`config.mk`:
```
export PLATFORM = sky130hd
export DESIGN_NAME = sdram_refresh_pm
export DESIGN_NICKNAME = d
export VERILOG_FILES = /design/src/rtl/sdram_rpm_pkg.sv /design/src/rtl/rpm_interval_timer.sv /design/src/rtl/rpm_debt_counter.sv /design/src/rtl/rpm_cke_lanes.sv /design/src/rtl/sdram_refresh_pm.sv
export SDC_FILE = /design/constraint.sdc
export NUM_CORES = 1
export LEC_CHECK = 0
export ABC_AREA = 0
export BUFFER_PORTS_ARGS = -buffer_cell sky130_fd_sc_hd__buf_2
export CORE_MARGIN = 2
export CORE_UTILIZATION = 35
export CTS_CLUSTER_DIAMETER = 120
export CTS_CLUSTER_SIZE = 14
export DETAILED_ROUTE_END_ITERATION = 8
export PLACE_DENSITY = 0.47
export SLEW_MARGIN = 20
export SYNTH_ARGS = -nofsm -noshare
export SYNTH_HDL_FRONTEND = slang
export SYNTH_HIERARCHICAL = 1
export SYNTH_SLANG_ARGS = --single-unit
export TNS_END_PERCENT = 30
```
`constraint.sdc`:
```
create_clock -name clk -period 8.6 [get_ports clk]
set_input_delay 0.86 -clock clk [delete_from_list [all_inputs] [get_ports clk]]
set_output_delay 0.86 -clock clk [all_outputs]
set_load 0.1 [all_outputs]
```
`src/rtl/sdram_rpm_pkg.sv`:
```
package sdram_rpm_pkg;
    typedef enum logic [3:0] {
        ST_IDLE, ST_PRE, ST_TRP, ST_REF, ST_TRFC,
        ST_SRE, ST_SR, ST_PD, ST_XP, ST_XSR
    } rpm_state_t;

    typedef enum logic [1:0] {
        CMD_NOP  = 2'd0,
        CMD_PREA = 2'd1,
        CMD_REF  = 2'd2
    } rpm_cmd_t;
endpackage

```
`src/rtl/rpm_interval_timer.sv`:
```
module rpm_interval_timer #(
    parameter int REF_INTERVAL = 780
) (
    input  logic clk,
    input  logic rst_n,
    input  logic hold,
    output logic tick
);
    localparam int TW = (REF_INTERVAL > 1) ? $clog2(REF_INTERVAL) : 1;
    localparam logic [TW-1:0] LAST = TW'(REF_INTERVAL - 1);

    logic [TW-1:0] tmr_q;

    assign tick = !hold && (tmr_q == LAST);

    always_ff @(posedge clk or negedge rst_n) begin
        if (!rst_n)            tmr_q <= '0;
        else if (hold)         tmr_q <= '0;
        else if (tmr_q == LAST) tmr_q <= '0;
        else                   tmr_q <= tmr_q + 1'b1;
    end
endmodule

```
`src/rtl/rpm_debt_counter.sv`:
```
module rpm_debt_counter #(
    parameter int MAX_DEBT = 8
) (
    input  logic clk,
    input  logic rst_n,
    input  logic clear,
    input  logic inc,
    input  logic dec,
    output logic owed,
    output logic full
);
    localparam int DW = $clog2(MAX_DEBT + 1);
    localparam logic [DW-1:0] TOP = DW'(MAX_DEBT);

    logic [DW-1:0] debt_q;

    assign owed = (debt_q != '0);
    assign full = (debt_q == TOP);

    always_ff @(posedge clk or negedge rst_n) begin
        if (!rst_n)                              debt_q <= '0;
        else if (clear)                          debt_q <= '0;
        else if (inc && !dec && debt_q != TOP)   debt_q <= debt_q + 1'b1;
        else if (dec && !inc && debt_q != '0)    debt_q <= debt_q - 1'b1;
    end
endmodule

```
`src/rtl/rpm_cke_lanes.sv`:
```
module rpm_cke_lanes #(
    parameter int NUM_CKE = 2
) (
    input  logic               clk,
    input  logic               rst_n,
    input  logic               en_d,
    output logic [NUM_CKE-1:0] cke
);
    for (genvar g = 0; g < NUM_CKE; g++) begin : g_lane
        always_ff @(posedge clk or negedge rst_n) begin
            if (!rst_n) cke[g] <= 1'b1;
            else        cke[g] <= en_d;
        end
    end
endmodule

```
`src/rtl/sdram_refresh_pm.sv`:
```
module sdram_refresh_pm
    import sdram_rpm_pkg::*;
#(
    parameter int REF_INTERVAL = 780,
    parameter int T_RFC        = 8,
    parameter int T_RP         = 2,
    parameter int T_XSNR       = 12,
    parameter int T_XSRD       = 200,
    parameter int T_XP         = 1,
    parameter int T_CKE        = 1,
    parameter int MAX_DEBT     = 8,
    parameter int NUM_CKE      = 2
) (
    input  logic               clk,
    input  logic               rst_n,
    input  logic               arb_gnt,
    input  logic               banks_open,
    input  logic               sleep_req,
    input  logic               sleep_sr,
    input  logic               wake_req,
    output logic [NUM_CKE-1:0] cke,
    output logic [1:0]         cmd,
    output logic               addr10,
    output logic               cmd_ok,
    output logic               rd_ok,
    output logic               ref_force
);
    localparam int T_A   = (T_RFC > T_RP) ? T_RFC : T_RP;
    localparam int T_B   = (T_XSNR > T_XP) ? T_XSNR : T_XP;
    localparam int T_C   = (T_A > T_B) ? T_A : T_B;
    localparam int T_MAX = (T_C > T_CKE) ? T_C : T_CKE;
    localparam int CNT_W = $clog2(T_MAX + 1);
    localparam int RD_W  = $clog2(T_XSRD + 1);

    rpm_state_t        state_q, state_d;
    logic [CNT_W-1:0]  cnt_q, cnt_d;
    logic [RD_W-1:0]   rdblk_q, rdblk_d;
    logic              goal_sr_q, goal_sr_d;
    logic              catch_q, catch_d;
    logic              tick, owed, full, in_sr, need_ref, cke_en_d;

    assign in_sr    = (state_q == ST_SRE) || (state_q == ST_SR);
    assign need_ref = owed && (arb_gnt || full || catch_q);
    assign cke_en_d = !((state_d == ST_SRE) || (state_d == ST_SR) || (state_d == ST_PD));

    rpm_interval_timer #(.REF_INTERVAL(REF_INTERVAL)) i_timer (
        .clk(clk), .rst_n(rst_n), .hold(in_sr), .tick(tick)
    );

    rpm_debt_counter #(.MAX_DEBT(MAX_DEBT)) i_debt (
        .clk(clk), .rst_n(rst_n), .clear(in_sr), .inc(tick),
        .dec(state_q == ST_REF), .owed(owed), .full(full)
    );

    rpm_cke_lanes #(.NUM_CKE(NUM_CKE)) i_cke (
        .clk(clk), .rst_n(rst_n), .en_d(cke_en_d), .cke(cke)
    );

    always_ff @(posedge clk or negedge rst_n) begin
        if (!rst_n) begin
            state_q   <= ST_IDLE;
            cnt_q     <= '0;
            rdblk_q   <= '0;
            goal_sr_q <= 1'b0;
            catch_q   <= 1'b0;
        end else begin
            state_q   <= state_d;
            cnt_q     <= cnt_d;
            rdblk_q   <= rdblk_d;
            goal_sr_q <= goal_sr_d;
            catch_q   <= catch_d;
        end
    end

    always_comb begin
        state_d   = state_q;
        cnt_d     = (cnt_q != '0) ? cnt_q - 1'b1 : cnt_q;
        rdblk_d   = (rdblk_q != '0) ? rdblk_q - 1'b1 : rdblk_q;
        goal_sr_d = goal_sr_q;
        catch_d   = catch_q;
        unique case (state_q)
            ST_IDLE: begin
                if (!owed) catch_d = 1'b0;
                if (need_ref) begin
                    goal_sr_d = 1'b0;
                    state_d   = banks_open ? ST_PRE : ST_REF;
                end else if (sleep_req && arb_gnt) begin
                    if (sleep_sr) begin
                        goal_sr_d = 1'b1;
                        state_d   = banks_open ? ST_PRE : ST_SRE;
                    end else begin
                        state_d = ST_PD;
                        cnt_d   = CNT_W'(T_CKE - 1);
                    end
                end
            end
            ST_PRE: begin
                state_d = ST_TRP;
                cnt_d   = CNT_W'(T_RP - 2);
            end
            ST_TRP:
                if (cnt_q == '0) state_d = goal_sr_q ? ST_SRE : ST_REF;
            ST_REF: begin
                state_d = ST_TRFC;
                cnt_d   = CNT_W'(T_RFC - 2);
            end
            ST_TRFC:
                if (cnt_q == '0) state_d = (catch_q && owed) ? ST_REF : ST_IDLE;
            ST_SRE: begin
                state_d = ST_SR;
                cnt_d   = CNT_W'(T_CKE - 1);
            end
            ST_SR:
                if (cnt_q == '0 && wake_req) begin
                    state_d = ST_XSR;
                    cnt_d   = CNT_W'(T_XSNR - 1);
                    rdblk_d = RD_W'(T_XSRD);
                end
            ST_PD:
                if (cnt_q == '0 && (wake_req || full)) begin
                    state_d = ST_XP;
                    cnt_d   = CNT_W'(T_XP - 1);
                    catch_d = 1'b1;
                end
            ST_XP:
                if (cnt_q == '0) state_d = ST_IDLE;
            ST_XSR:
                if (cnt_q == '0) state_d = ST_IDLE;
            default: state_d = ST_IDLE;
        endcase
    end

    always_comb begin
        cmd       = CMD_NOP;
        addr10    = 1'b0;
        ref_force = full;
        cmd_ok    = (state_q == ST_IDLE) && !full && !(catch_q && owed);
        rd_ok     = cmd_ok && (rdblk_q == '0);
        unique case (state_q)
            ST_PRE: begin
                cmd    = CMD_PREA;
                addr10 = 1'b1;
            end
            ST_REF, ST_SRE: cmd = CMD_REF;
            default: cmd = CMD_NOP;
        endcase
    end
endmodule

```
# Yosys cells after proc, flatten, opt, wreduce, memory -nomap -nowiden
# Index checks and enable logic that the tools add are counted.
# op_classes
n_mux,36
reduce_logical,40
n_eq_ne,17
n_addsub,5
# ops
cell,n
2-to-1 mux 4 bit,16
case mux 4 bit (9 select lines),1
== test 4 x 3 -> 1 bit (second input constant),7
2-to-1 mux 8 bit,3
2-to-1 mux 10 bit,2
case mux 4 bit (5 select lines),1
logical AND 1 bit,13
== test 4 bit (second input constant),3
adder 10 x 1 -> 10 bit (second input constant),1
== test 10 bit (second input constant),1
2-to-1 mux 3 bit,3
== test 4 x 2 -> 1 bit (second input constant),2
zero test 4 bit,2
zero test 8 bit,1
nonzero test 4 bit,2
nonzero test 8 bit,1
subtractor 4 x 1 -> 4 bit (second input constant),2
subtractor 8 x 1 -> 8 bit (second input constant),1
zero test 1 bit,6
logical OR 1 bit,6
2-to-1 mux 1 bit,6
AND reduction 3 bit,2
nonzero test 2 bit,3
OR reduction 2 bit,3
8 further kinds,10
# word_totals
elab_cells,106
output_inout_bits,8
register_bits,33
input_bits,7

# Logic depth before layout (Yosys ltp)
# Gate-level depths: netlist of the first run.
# depth
depth_word,10
depth_mapped,11
mapped_depth_nobuf,10

# Modules after synthesis
# Netlist of the first run, hierarchy kept.
# by_module_without_submodules
module,instances,cells_per_inst,seq_area_each_um2,area_per_inst_um2
sdram_refresh_pm,1,146,450.4,1189.9
rpm_interval_timer,1,52,250.2,516.7
rpm_debt_counter,1,40,100.1,349.1
rpm_cke_lanes,1,2,26.3,33.8

# Worst setup path before layout of the first run
# OpenSTA, ideal clock, no wires.
# synth_path
kind,reg-to-output
from,register i_debt.debt_q[0]
to,output port rd_ok
path_slack_ns,2.821
required_time_ns,7.740
n_path_buf,0
arrival_ns,4.919
path_stages_with_launch,5
path_cell_list,dfrtp_1 nor3_2 and2_1 nor3b_1 nor2b_1
# synth_via
elab_chain_len,5
word_cells_on_any_way,8
classes_between,eq/ne: 1; reduce/logical: 7
# synth_rtl
element,line_no,source
"start, declared",rpm_debt_counter.sv:15,logic [DW-1:0] debt_q;
"start signal, assigned",rpm_debt_counter.sv:23,else if (inc && !dec && debt_q != TOP) debt_q <= debt_q + 1'b1;
"start signal, assigned",rpm_debt_counter.sv:24,else if (dec && !inc && debt_q != '0) debt_q <= debt_q - 1'b1;
== test 4 bit,rpm_debt_counter.sv:18,assign full = (debt_q == TOP);
net ref_force,sdram_refresh_pm.sv:26,output logic ref_force
zero test 1 bit,sdram_refresh_pm.sv:137,cmd_ok = (state_q == ST_IDLE) && !full && !(catch_q && owed);
logical AND 1 bit (2 in a row),sdram_refresh_pm.sv:137,
net cmd_ok,sdram_refresh_pm.sv:24,"output logic cmd_ok,"
logical AND 1 bit,sdram_refresh_pm.sv:138,rd_ok = cmd_ok && (rdblk_q == '0);
"end, declared",sdram_refresh_pm.sv:25,"output logic rd_ok,"
# The timed path passes the listed nets, and every way through them passes these cells.

# Worst setup path in the final report of the first run
# layout_path
from,register state_q[0]
to,register i_debt.debt_q[3]
# layout_via
elab_chain_len,8
word_cells_on_any_way,15
classes_between,eq/ne: 3; mux: 2; reduce/logical: 10
# layout_rtl
element,line_no,source
"start, declared",sdram_refresh_pm.sv:35,"rpm_state_t state_q, state_d;"
"start signal, assigned",sdram_refresh_pm.sv:67,state_q <= state_d;
== test 4 x 3 -> 1 bit,sdram_refresh_pm.sv:42,assign in_sr = (state_q == ST_SRE) || (state_q == ST_SR);
logical OR 1 bit *,sdram_refresh_pm.sv:42,
net in_sr,sdram_refresh_pm.sv:40,"logic tick, owed, full, in_sr, need_ref, cke_en_d;"
zero test 1 bit *,rpm_interval_timer.sv:14,assign tick = !hold && (tmr_q == LAST);
logical AND 1 bit *,rpm_interval_timer.sv:14,
net tick,sdram_refresh_pm.sv:40,
logical AND 1 bit / zero test 1 bit (equally long branches),"rpm_debt_counter.sv:23, rpm_debt_counter.sv:24",
"logical AND 1 bit, on equally long branches","rpm_debt_counter.sv:23, rpm_debt_counter.sv:24",
2-to-1 mux 4 bit / logical AND 1 bit (equally long branches),"rpm_debt_counter.sv:23, rpm_debt_counter.sv:24",
2-to-1 mux 4 bit / nonzero test 3 bit (equally long branches),n/a,
# The timed path passes the listed nets; every way through them passes the cells marked *.
# A chain may end at the register's enable or synchronous reset.

==> flow_metrics.py, run 1 <==
metrics = {
    "outcome": {
        "outcome": "finished clean",
    },
    "clock_tree": {
        "cts_repair_resize_count": 0,
        "clkSinkCount": 33,
        "ctsHtreeMaxLevel": 2,
        "cts_inserted_buffers": 5,
        "clock_tree.buffer_depth": 2,
        "clock_latency_ns": 0.28,
        "master_cell_of_the_clock_root_buffer": "clkbuf_8",
        "cts_tree": "built",
        "cts.reportedPaths.clkPinSlew_ns": 0.07,
        "cts.hold.buffers_added": 0,
        "cts_setup_buffers": 0,
    },
    "setup_path": {
        "worstSetupStartpoint": "state_q[0]",
        "crit_cells": 10,
        "crit_path_start_kind": "register",
        "worst-path-max-fanout": 16,
        "critical_path.top_delay_family": "simple AND/OR/NAND/NOR gates",
        "crit_path_buffers_inverters": 0,
        "r2r-start": "state_q[0]",
        "critical_path.cell_chain": "xnor2_1 -> nor2_1 -> nor4bb_1 -> nand2b_1 -> or2_1 -> ha_1 -> a21oi_1 -> nand2_2 -> mux2_1 -> a31oi_1",
        "worst_setup_path_end_kind": "register",
        "timing.critical_path.slowest_stage_cell": "nor4bb_1",
        "critPathArrivalTime_ns": 3.50,
        "timing.setup.critical_path_class": "reg2reg",
        "cpPeakStageDelay_ns": 0.65,
        "worst_r2r_path_depth": 10,
        "cp_required_ns": 8.81,
    },
    "die": {
        "core.rowCount": 28,
        "initial_core_util": 0.357,
        "floorplan.die_area_sq_um": 6600,
        "pin_count": 15,
        "dieWidth_microns": 81.3,
        "die-height_microns": 81.3,
        "design.core.area_sq_um": 5850,
    },
    "synthesis": {
        "synth.yosys.seq_area_share": 0.396,
        "main_area_contributors_after_synthesis": "dfrtp_1 38%, nor2_1 5.2%, nand2_1 4.5%",
        "top_cell_type_s_share_of_synthesized_area": 0.383,
        "post_synth_inst_count": 240,
        "synthDominantAreaCellType": "dfrtp_1",
        "synth_warnings": 6,
        "synth_async_sr_flop_share": 1.00,
        "synth-edff-count": 0,
        "synth_area_sq_um": 2090,
        "post_synth_num_cell_types": 58,
        "postSynthNetCount": 254,
        "syn_avg_cell_area_sq_um": 8.71,
        "synthFlopType": "dfrtp_1",
        "yosys_register_bits": 33,
    },
    "final_layout": {
        "area_added_between_synthesis_and_finish_pct": 9.76,
        "fillers": 595,
        "multi_input_area_sq_um": 1140,
        "final_layout_size_suffix_gt1_frac": 0.129,
        "nNetsFinal": 262,
        "layout.cells.non_filler": 324,
        "antenna-diode-count": 0,
        "stdcell_area_sq_um": 2290,
        "mostFrequentLayoutCell": "dfrtp_1",
        "most-common-layout-cells": "32 x dfrtp_1, 29 x nor2_1, 25 x nand2_1, 14 x buf_2, 13 x a21oi_1",
        "seq_cell_area_sq_um": 827,
    },
    "grt": {
        "pin_count_of_the_biggest_net_entering_global_routing": 34,
        "grt_pass1_wl_mm": 7.52,
        "grt_antenna_before_repair": 0,
        "vias_in_the_first_global_route": 1606,
        "overflow": 0,
        "grt_util_all_layers": 0.149,
    },
    "routing": {
        "routed_wl_mm": 4.31,
        "drt_drc_violations_left": 0,
        "wire_per_inst_microns": 13.3,
        "detail_route.vias_per_cell": 5.12,
        "vias": 1659,
        "detailedRoute.firstPassIterationCount": 4,
        "ant_nets": 0,
        "detailedRoute.firstIterationViolations": 75,
    },
    "job": {
        "max_cap_viol_count": 0,
    },
    "timing": {
        "setup_viol": 0,
        "worst_slack_ns": 5.31,
        "layout_min_cycle_time_ns": 3.29,
        "final_slew_violations": 0,
        "clock-skew-final_ns": 0.00545,
        "rsz_0062_raised_after_global_routing": "no",
        "timing.setup.tns_ns": 0,
        "worstMarginPinSlew_ns": 0.754,
        "timing_hold_violations_final": 0,
        "timing.final.crit_share": 0.383,
        "slew_headroom": 0.498,
        "maxClockFrequency_mhz": 304,
    },
    "place": {
        "post_place_setup_slack_ns": 5.35,
        "dp_hpwl_mm": 3.11,
        "detailed_place.area_sq_um": 2180,
        "dp_cells": 316,
        "port_buffers": 14,
        "placer_s_final_routability_congestion_estimate": 0.850,
    },
    "hold_path": {
        "timing.hold.worst.start": "i_timer/tmr_q[0]",
        "worstHoldPathType": "reg2reg",
        "timing.hold.worst_path_depth": 1,
    },
    "power": {
        "p_per_area_nw_per_um2": 337,
        "vdd_drop_max_uv": 117,
        "total_power_w": 0.000773,
        "leakagePower_nw": 1.00,
    },
}
## through the flow
step	hold WS [ns]	utilization
6_report	0.516	0.392
3_5_place_dp	0.509	0.372
3_3_place_gp	0.507	0.372
4_1_cts	0.519	0.392
5_1_grt	0.565	0.392
2_1_floorplan	0.463	-
## cell type report
cell class	instances	area share
clock inverters	1	0.0131
flip-flops and latches	33	0.361
inverters	11	0.0180
well taps	75	0.0409
clock buffers	7	0.0376
multi-input cells	183	0.499
repair buffers	14	0.0306
## worst paths after layout
check | end | slack, ns
max in group asynchronous | rdblk_q[5] | 7.47
hold reg to reg | i_timer/tmr_q[0] | 0.52
setup / recovery | i_debt/debt_q[3] | 5.31
setup reg to reg | i_debt/debt_q[3] | 5.31
hold / removal | i_timer/tmr_q[0] | 0.52
min in group asynchronous | goal_sr_q | 0.64
## synthesized netlist by cell type (3+ instances only)
cell type,number
nand3_1,12
xor2_1,6
ha_1,6
nor3b_1,3
buf_2,3
nand2b_1,7
or3_1,6
xnor2_1,8
clkbuf_1,5
nor2b_1,3
a31oi_1,4
a21oi_1,13
o21ai_0,11
nand3b_1,3
nor2_1,29
inv_1,10
nand2_1,25
nor3_1,3
dfrtp_1,32
## cell families after synthesis
family | Yosys count | synth area share
buf+inv | 24 | 0.0563
flops | 33 | 0.396
xor+xnor | 14 | 0.0587
fa+ha+maj | 7 | 0.0455
mux | 2 | 0.0102
simple gates | 111 | 0.280
compound gates | 49 | 0.154
## worst reg2reg max path, stage by stage, from the launching register on
cell and delay, ns:
dfrtp_1 0.62, xnor2_1 0.17, nor2_1 0.13, nor4bb_1 0.66
nand2b_1 0.23, or2_1 0.31, ha_1 0.33, a21oi_1 0.24
nand2_2 0.09, mux2_1 0.31, a31oi_1 0.13
## power by group
part | internal, W | switching [W] | total (W)
Clock | 0.0000945 | 0.0000563 | 0.000151
Sequential | 0.000209 | 0.0000684 | 0.000278
Combinational | 0.000119 | 0.000225 | 0.000344
Total | 0.000422 | 0.000350 | 0.000773
## flip-flops by register name, summed over array words and instances, names as in the netlist
register       count
catch_q            1
i_timer/tmr_q     10
i_debt/debt_q      4
rdblk_q            8
i_cke/cke          1
state_q            4
cnt_q              4
goal_sr_q          1
## metal layers
layer / GRT usage / up-vias / wire, microns
li1: - / 855 / -
met1: 0.198 / 773 / 2160
met2: 0.228 / 27 / 1960
met3: 0.0378 / 4 / 145
met4: 0.0627 / 0 / 47
met5: 0 / - / 0
No activity file was read; power rests on OpenSTA's default activity.
==> run 2: changes to the inputs <==
PLACE_DENSITY = 0.49   (was 0.47)
clock period = 2.95 ns   (was 8.6 ns; I/O delays follow)
==> run 2 against run 1 <==
Against the previous run:
- clock skew increased by 0.0025 ns
- die area unchanged
- cell count increased by 2.8%
- routed wire length increased by 3.4%
- cell area increased by 2.8%
- critical path depth decreased by 1
- flip-flop and latch count unchanged
- largest cell class unchanged
==> flow_metrics.py, run 2 (synthesis gave the netlist of run 1 again) <==
metrics = {
    "outcome": {
        "outcome": "finished clean",
    },
    "grt": {
        "grt_use_met1": 0.209,
        "grt_met3_usage": 0.0333,
        "grt_pass1_wl_mm": 7.95,
        "pin_count_of_the_biggest_net_entering_global_routing": 34,
        "global_route.peak_usage_layer": "met2",
        "grtUsageMet2": 0.246,
        "grt_antenna_before_repair": 0,
        "grt_util_all_layers": 0.156,
        "vias_in_the_first_global_route": 1639,
        "overflow": 0,
    },
    "clock_tree": {
        "cts_tree": "built",
        "master_cell_of_the_clock_root_buffer": "clkbuf_8",
        "clock_tree.buffer_depth": 2,
        "cts_inserted_buffers": 5,
        "ctsHtreeMaxLevel": 2,
        "cts.hold.buffers_added": 0,
        "cts.reportedPaths.clkPinSlew_ns": 0.07,
        "clkSinkCount": 33,
        "clock_latency_ns": 0.29,
    },
    "die": {
        "design.core.area_sq_um": 5850,
        "die-height_microns": 81.3,
        "floorplan.die_area_sq_um": 6600,
        "core.rowCount": 28,
        "initial_core_util": 0.357,
        "dieWidth_microns": 81.3,
        "pin_count": 15,
    },
    "timing": {
        "rsz_0062_raised_after_global_routing": "no",
        "clock-skew-final_ns": 0.00791,
        "timing.final.crit_share": 0.903,
        "slew_headroom": 0.498,
        "maxClockFrequency_mhz": 375,
        "setup_viol": 0,
        "final_slew_violations": 0,
        "worst_slack_ns": 0.285,
        "timing_hold_violations_final": 0,
        "worstMarginPinSlew_ns": 0.754,
        "timing.setup.tns_ns": 0,
        "layout_min_cycle_time_ns": 2.66,
    },
    "setup_path": {
        "timing.critical_path.slowest_stage_cell": "dfrtp_1",
        "critical_path.top_delay_family": "simple AND/OR/NAND/NOR gates",
        "worst_r2r_path_depth": 9,
        "crit_path_start_kind": "register",
        "crit_path_buffers_inverters": 0,
        "r2r-start": "i_timer/tmr_q[4]",
        "r2r_setup_slack_ns": 0.29,
        "worst-path-max-fanout": 5,
        "timing.setup.critical_path_class": "reg2reg",
        "critical_path.cell_chain": "nor4b_2 -> nor4bb_2 -> nand2b_1 -> or2_1 -> ha_1 -> a21oi_1 -> nand2_2 -> mux2_1 -> a31oi_1",
        "cpPeakStageDelay_ns": 0.45,
        "worst_setup_path_end_kind": "register",
        "critPathArrivalTime_ns": 2.88,
        "r2r_end": "i_debt/debt_q[3]",
        "cp_required_ns": 3.16,
    },
    "place": {
        "post_place_setup_slack_ns": 0.212,
        "placer_s_final_routability_congestion_estimate": 0.839,
        "dp_cells": 325,
        "dp_hpwl_mm": 3.23,
        "port_buffers": 14,
    },
    "final_layout": {
        "most-common-layout-cells": "32 x dfrtp_1, 29 x nor2_1, 25 x nand2_1, 14 x buf_2, 13 x a21oi_1",
        "fillers": 580,
        "largest_reg_flops": 10,
        "post-route-util": 0.403,
        "layout.cells.non_filler": 333,
        "mostFrequentLayoutCell": "dfrtp_1",
        "layout_top_registers": "i_timer/tmr_q: 10 flops, rdblk_q: 8 flops",
        "top_register": "i_timer/tmr_q",
        "area_added_between_synthesis_and_finish_pct": 12.9,
        "final_layout_size_suffix_gt1_frac": 0.174,
        "antenna-diode-count": 0,
        "nNetsFinal": 271,
    },
    "routing": {
        "ant_nets": 0,
        "detailedRoute.firstPassIterationCount": 4,
        "vias": 1722,
        "wire_per_inst_microns": 13.4,
        "drt_drc_violations_left": 0,
        "detail_route.vias_per_cell": 5.17,
        "detailedRoute.firstIterationViolations": 82,
        "routed_wl_mm": 4.46,
    },
    "power": {
        "vdd_drop_max_uv": 481,
        "leakagePower_nw": 1.05,
        "p_per_area_nw_per_um2": 949,
    },
    "hold_path": {
        "worstHoldPathType": "in2async",
    },
    "job": {
        "max_cap_viol_count": 0,
    },
}
-- run 2: cell types whose count changed in the layout (fill, tap and decap cells not counted), sizes merged --
cell | previous run | this run
bufinv | 1 | 0
clkbuf | 7 | 6
clkinv | 0 | 2
buf | 14 | 23
-- run 2: how the worst max path moves through the flow --
stage | start | cells past startpoint | endpoint
detailed placement | i_timer/tmr_q[4] | 9 | i_debt/debt_q[3]
floorplan | i_debt/debt_q[0] | 4 | rd_ok
finish | i_timer/tmr_q[4] | 9 | i_debt/debt_q[3]
global route | i_timer/tmr_q[4] | 9 | i_debt/debt_q[3]
CTS | i_timer/tmr_q[4] | 9 | i_debt/debt_q[3]
global placement | i_timer/tmr_q[4] | 9 | i_debt/debt_q[3]
-- run 2: cell type report --
type	instances	area, sq um	area share
tap	75	93.8	0.0398
inverter	11	41.3	0.0175
clock buffer	6	72.6	0.0308
timing repair buffer	23	138	0.0584
sequential	33	827	0.351
multi-input combinational	183	1180	0.499
clock inverter	2	10.0	0.00424
-- run 2: where the power goes --
| part | switching (W) | leakage (nW) | internal, W |
|---|---|---|---|
| Sequential | 0.000138 | 0.415 | 0.000611 |
| Clock | 0.000174 | 0.0450 | 0.000164 |
| Combinational | 0.000745 | 0.585 | 0.000407 |
-- run 2: what timing repair did --
item | CTS | global route
buffers inserted | 0 | 0
gates resized for setup | 0 | 1
endpoints found under the hold margin | 0 | 0
endpoints found under the setup margin | 0 | 1
-- run 2: routing by layer --
layer  wire length, microns  part of all wire
met5                      0                 0
met4                     56             0.013
met3                    133             0.030
met2                   2080              0.47
met1                   2190              0.49
-- run 2: worst register-to-register path: stages (launching register included) --
cell and delay, ns:
dfrtp_1 0.45, nor4b_2 0.33, nor4bb_2 0.37, nand2b_1 0.10, or2_1 0.26, ha_1 0.33
a21oi_1 0.23, nand2_2 0.09, mux2_1 0.31, a31oi_1 0.12
-- run 2: through the flow --
| step | power [W] | hold slack (ns) | instance area, sq um |
|---|---|---|---|
| global placement | 0.00192 | 0.422 | 2270 |
| floorplan | 0.00168 | -0.000591 | 2110 |
| finish | 0.00224 | 0.0719 | 2360 |
| detailed placement | 0.00190 | 0.420 | 2270 |
| CTS | 0.00225 | 0.104 | 2350 |
| global route | 0.00244 | 0.131 | 2360 |
==> run 3: changes to the inputs <==
ABC_AREA = 1   (was 0)
GPL_TIMING_DRIVEN = 0   (was not set)
==> run 3 against run 2 <==
Against the previous run:
- register-to-register slack improved by 0.22 ns
- sequential share of layout area fell by 1.3 points
- worst hold slack improved by 0.012 ns
==> flow_metrics.py, run 3 <==
metrics = {
    "outcome": {
        "outcome": "finished clean",
    },
    "die": {
        "pin_count": 15,
        "design.core.area_sq_um": 5990,
        "initial_core_util": 0.365,
        "dieWidth_microns": 83.0,
        "floorplan.die_area_sq_um": 6890,
        "core.rowCount": 28,
        "die-height_microns": 83.0,
    },
    "setup_path": {
        "timing.critical_path.slowest_stage_cell": "dfrtp_1",
        "timing.setup.critical_path_class": "reg2reg",
        "cpPeakStageDelay_ns": 0.42,
        "crit_path_buffers_inverters": 2,
        "critical_path.cell_chain": "inv_2 -> nor2_2 -> nand3_1 -> nand2_1 -> nor2_1 -> inv_1 -> nor2_2 -> nand2_4 -> ha_1 -> nand2_1 -> nand2_1 -> nor2_1 -> nand3_1 -> nand3_1 -> nand2_1",
        "worst_setup_path_end_kind": "register",
        "crit_path_start_kind": "register",
        "cpMostUsedCell": "nand2_1",
        "cp_required_ns": 3.13,
        "critPathArrivalTime_ns": 2.62,
        "worst-path-max-fanout": 7,
        "critical_path.top_delay_family": "simple AND/OR/NAND/NOR gates",
    },
    "place": {
        "placer_s_final_routability_congestion_estimate": 0.857,
        "dp_hpwl_mm": 3.58,
        "dp_cells": 397,
        "post_place_setup_slack_ns": 0.521,
        "port_buffers": 14,
    },
    "synthesis": {
        "syn_avg_cell_area_sq_um": 7.09,
        "largest_family_of_logic_cells_by_synthesized_area": "simple AND/OR/NAND/NOR gates",
        "top_cell_type_s_share_of_synthesized_area": 0.367,
        "compound_cell_area_share_of_the_yosys_netlist": 0.0659,
        "synthFlopType": "dfrtp_1",
        "postSynthNetCount": 322,
        "synth-xor-area-share": 0.0321,
        "synth_async_sr_flop_share": 1.00,
        "synth-edff-count": 0,
        "synthDominantAreaCellType": "dfrtp_1",
        "post_synth_mux_area_share": 0.00458,
        "main_area_contributors_after_synthesis": "dfrtp_1 37%, nand2_1 12%, inv_1 7.9%",
        "post_synth_num_cell_types": 31,
        "synth_area_sq_um": 2180,
        "post_synth_inst_count": 308,
        "yosys_register_bits": 33,
        "synthTopCellsByCount": "71 x nand2_1, 46 x inv_1, 43 x nor2_1",
        "synth_simple_gate_area_share": 0.377,
        "most_instantiated_library_cell_after_synthesis": "nand2_1",
        "synth_warnings": 6,
        "adder_and_majority_gate_portion_of_the_synthesized_area": 0.0435,
        "synth.yosys.seq_area_share": 0.379,
    },
    "final_layout": {
        "nNetsFinal": 343,
        "seq_cell_area_sq_um": 827,
        "mostFrequentLayoutCell": "nand2_1",
        "fillers": 636,
        "final_layout_size_suffix_gt1_frac": 0.176,
        "antenna-diode-count": 0,
        "top_register": "i_timer/tmr_q",
        "layout_top_registers": "i_timer/tmr_q: 10 flops, rdblk_q: 8 flops",
        "largest_reg_flops": 10,
        "most-common-layout-cells": "71 x nand2_1, 45 x inv_1, 43 x nor2_1, 32 x dfrtp_1, 29 x nand3_1",
        "layout.cells.non_filler": 404,
        "area_added_between_synthesis_and_finish_pct": 12.1,
        "multi_input_area_sq_um": 1150,
    },
    "power": {
        "vdd_drop_max_uv": 447,
        "p_per_area_nw_per_um2": 1080,
        "leakagePower_nw": 1.30,
    },
    "routing": {
        "ant_nets": 0,
        "detail_route.vias_per_cell": 4.70,
        "drt_drc_violations_left": 0,
        "vias": 1899,
        "detailedRoute.firstIterationViolations": 88,
        "wire_per_inst_microns": 12.0,
        "routed_wl_mm": 4.84,
        "detailedRoute.firstPassIterationCount": 4,
    },
    "clock_tree": {
        "master_cell_of_the_clock_root_buffer": "clkbuf_8",
        "cts_setup_buffers": 0,
        "cts_inserted_buffers": 5,
        "clock_tree.buffer_depth": 2,
        "cts.reportedPaths.clkPinSlew_ns": 0.07,
        "clkSinkCount": 33,
        "cts_tree": "built",
        "cts.hold.buffers_added": 0,
        "ctsHtreeMaxLevel": 2,
        "cts_repair_resize_count": 0,
        "clock_latency_ns": 0.29,
    },
    "hold_path": {
        "worstHoldPathType": "in2async",
    },
    "grt": {
        "grt_pass1_wl_mm": 8.37,
        "grt_util_all_layers": 0.149,
        "pin_count_of_the_biggest_net_entering_global_routing": 34,
        "grt_antenna_before_repair": 0,
        "vias_in_the_first_global_route": 1784,
        "overflow": 0,
    },
    "timing": {
        "rsz_0062_raised_after_global_routing": "no",
        "slew_headroom": 0.461,
        "worstMarginPinSlew_ns": 0.808,
        "timing_hold_violations_final": 0,
        "timing.setup.tns_ns": 0,
        "layout_min_cycle_time_ns": 2.44,
        "maxClockFrequency_mhz": 410,
        "setup_viol": 0,
        "final_slew_violations": 0,
        "clock-skew-final_ns": 0.00530,
        "timing.final.crit_share": 0.827,
        "worst_slack_ns": 0.510,
    },
    "job": {
        "max_cap_viol_count": 0,
    },
}
-- run 3: area by class of cell --
type | count | share of cell area
plain buffers | 2 | 0.00613
clock buffers | 7 | 0.0352
inverters | 53 | 0.0832
multi-input cells | 220 | 0.471
flip-flops and latches | 33 | 0.338
well taps | 75 | 0.0383
repair buffers | 14 | 0.0286
-- run 3: cell families (layout without fill, tap and decap cells) --
kind of cell | after synthesis | count (layout)
XOR/XNOR | 8 | 8
AO/OA/AOI/OAI | 27 | 27
AND/OR/NAND/NOR | 177 | 177
multiplexers | 1 | 1
flip-flops | 33 | 33
buffers and inverters | 55 | 76
adder cells (fa/ha/maj) | 7 | 7
-- run 3: path summary, 6_finish.rpt --
check,start,end,cells past startpoint,slack [ns]
min in group clk,sleep_sr,goal_sr_q,3,0.29
max reg2reg,state_q[2],i_debt/debt_q[3],15,0.51
min,rst_n,i_debt/debt_q[2],1,0.08
max in group asynchronous,rst_n,cnt_q[3],1,2.34
min reg2reg,rdblk_q[0],rdblk_q[0],1,0.47
max,state_q[2],i_debt/debt_q[3],15,0.51
-- run 3: stage by stage --
step	total power, W	hold WS, ns	utilization	cell area, sq um
5_1_grt	0.00292	0.147	0.409	2450
6_report	0.00265	0.0835	0.409	2450
4_1_cts	0.00268	0.132	0.409	2450
2_1_floorplan	0.00201	-0.000591	-	2200
3_3_place_gp	0.00230	0.433	0.395	2360
3_5_place_dp	0.00230	0.443	0.395	2360
-- run 3: per-layer routing --
metal  track usage  share of wire
met4        0.0402          0.012
met1         0.215           0.54
met5             0              0
met2         0.218           0.42
met3        0.0408          0.034
-- run 3: power by group --
group	internal (W)	leakage, nW	switching, W
combinational	0.000463	0.836	0.00104
clock	0.000185	0.0443	0.000173
sequential	0.000635	0.415	0.000157
total	0.00128	1.30	0.00137
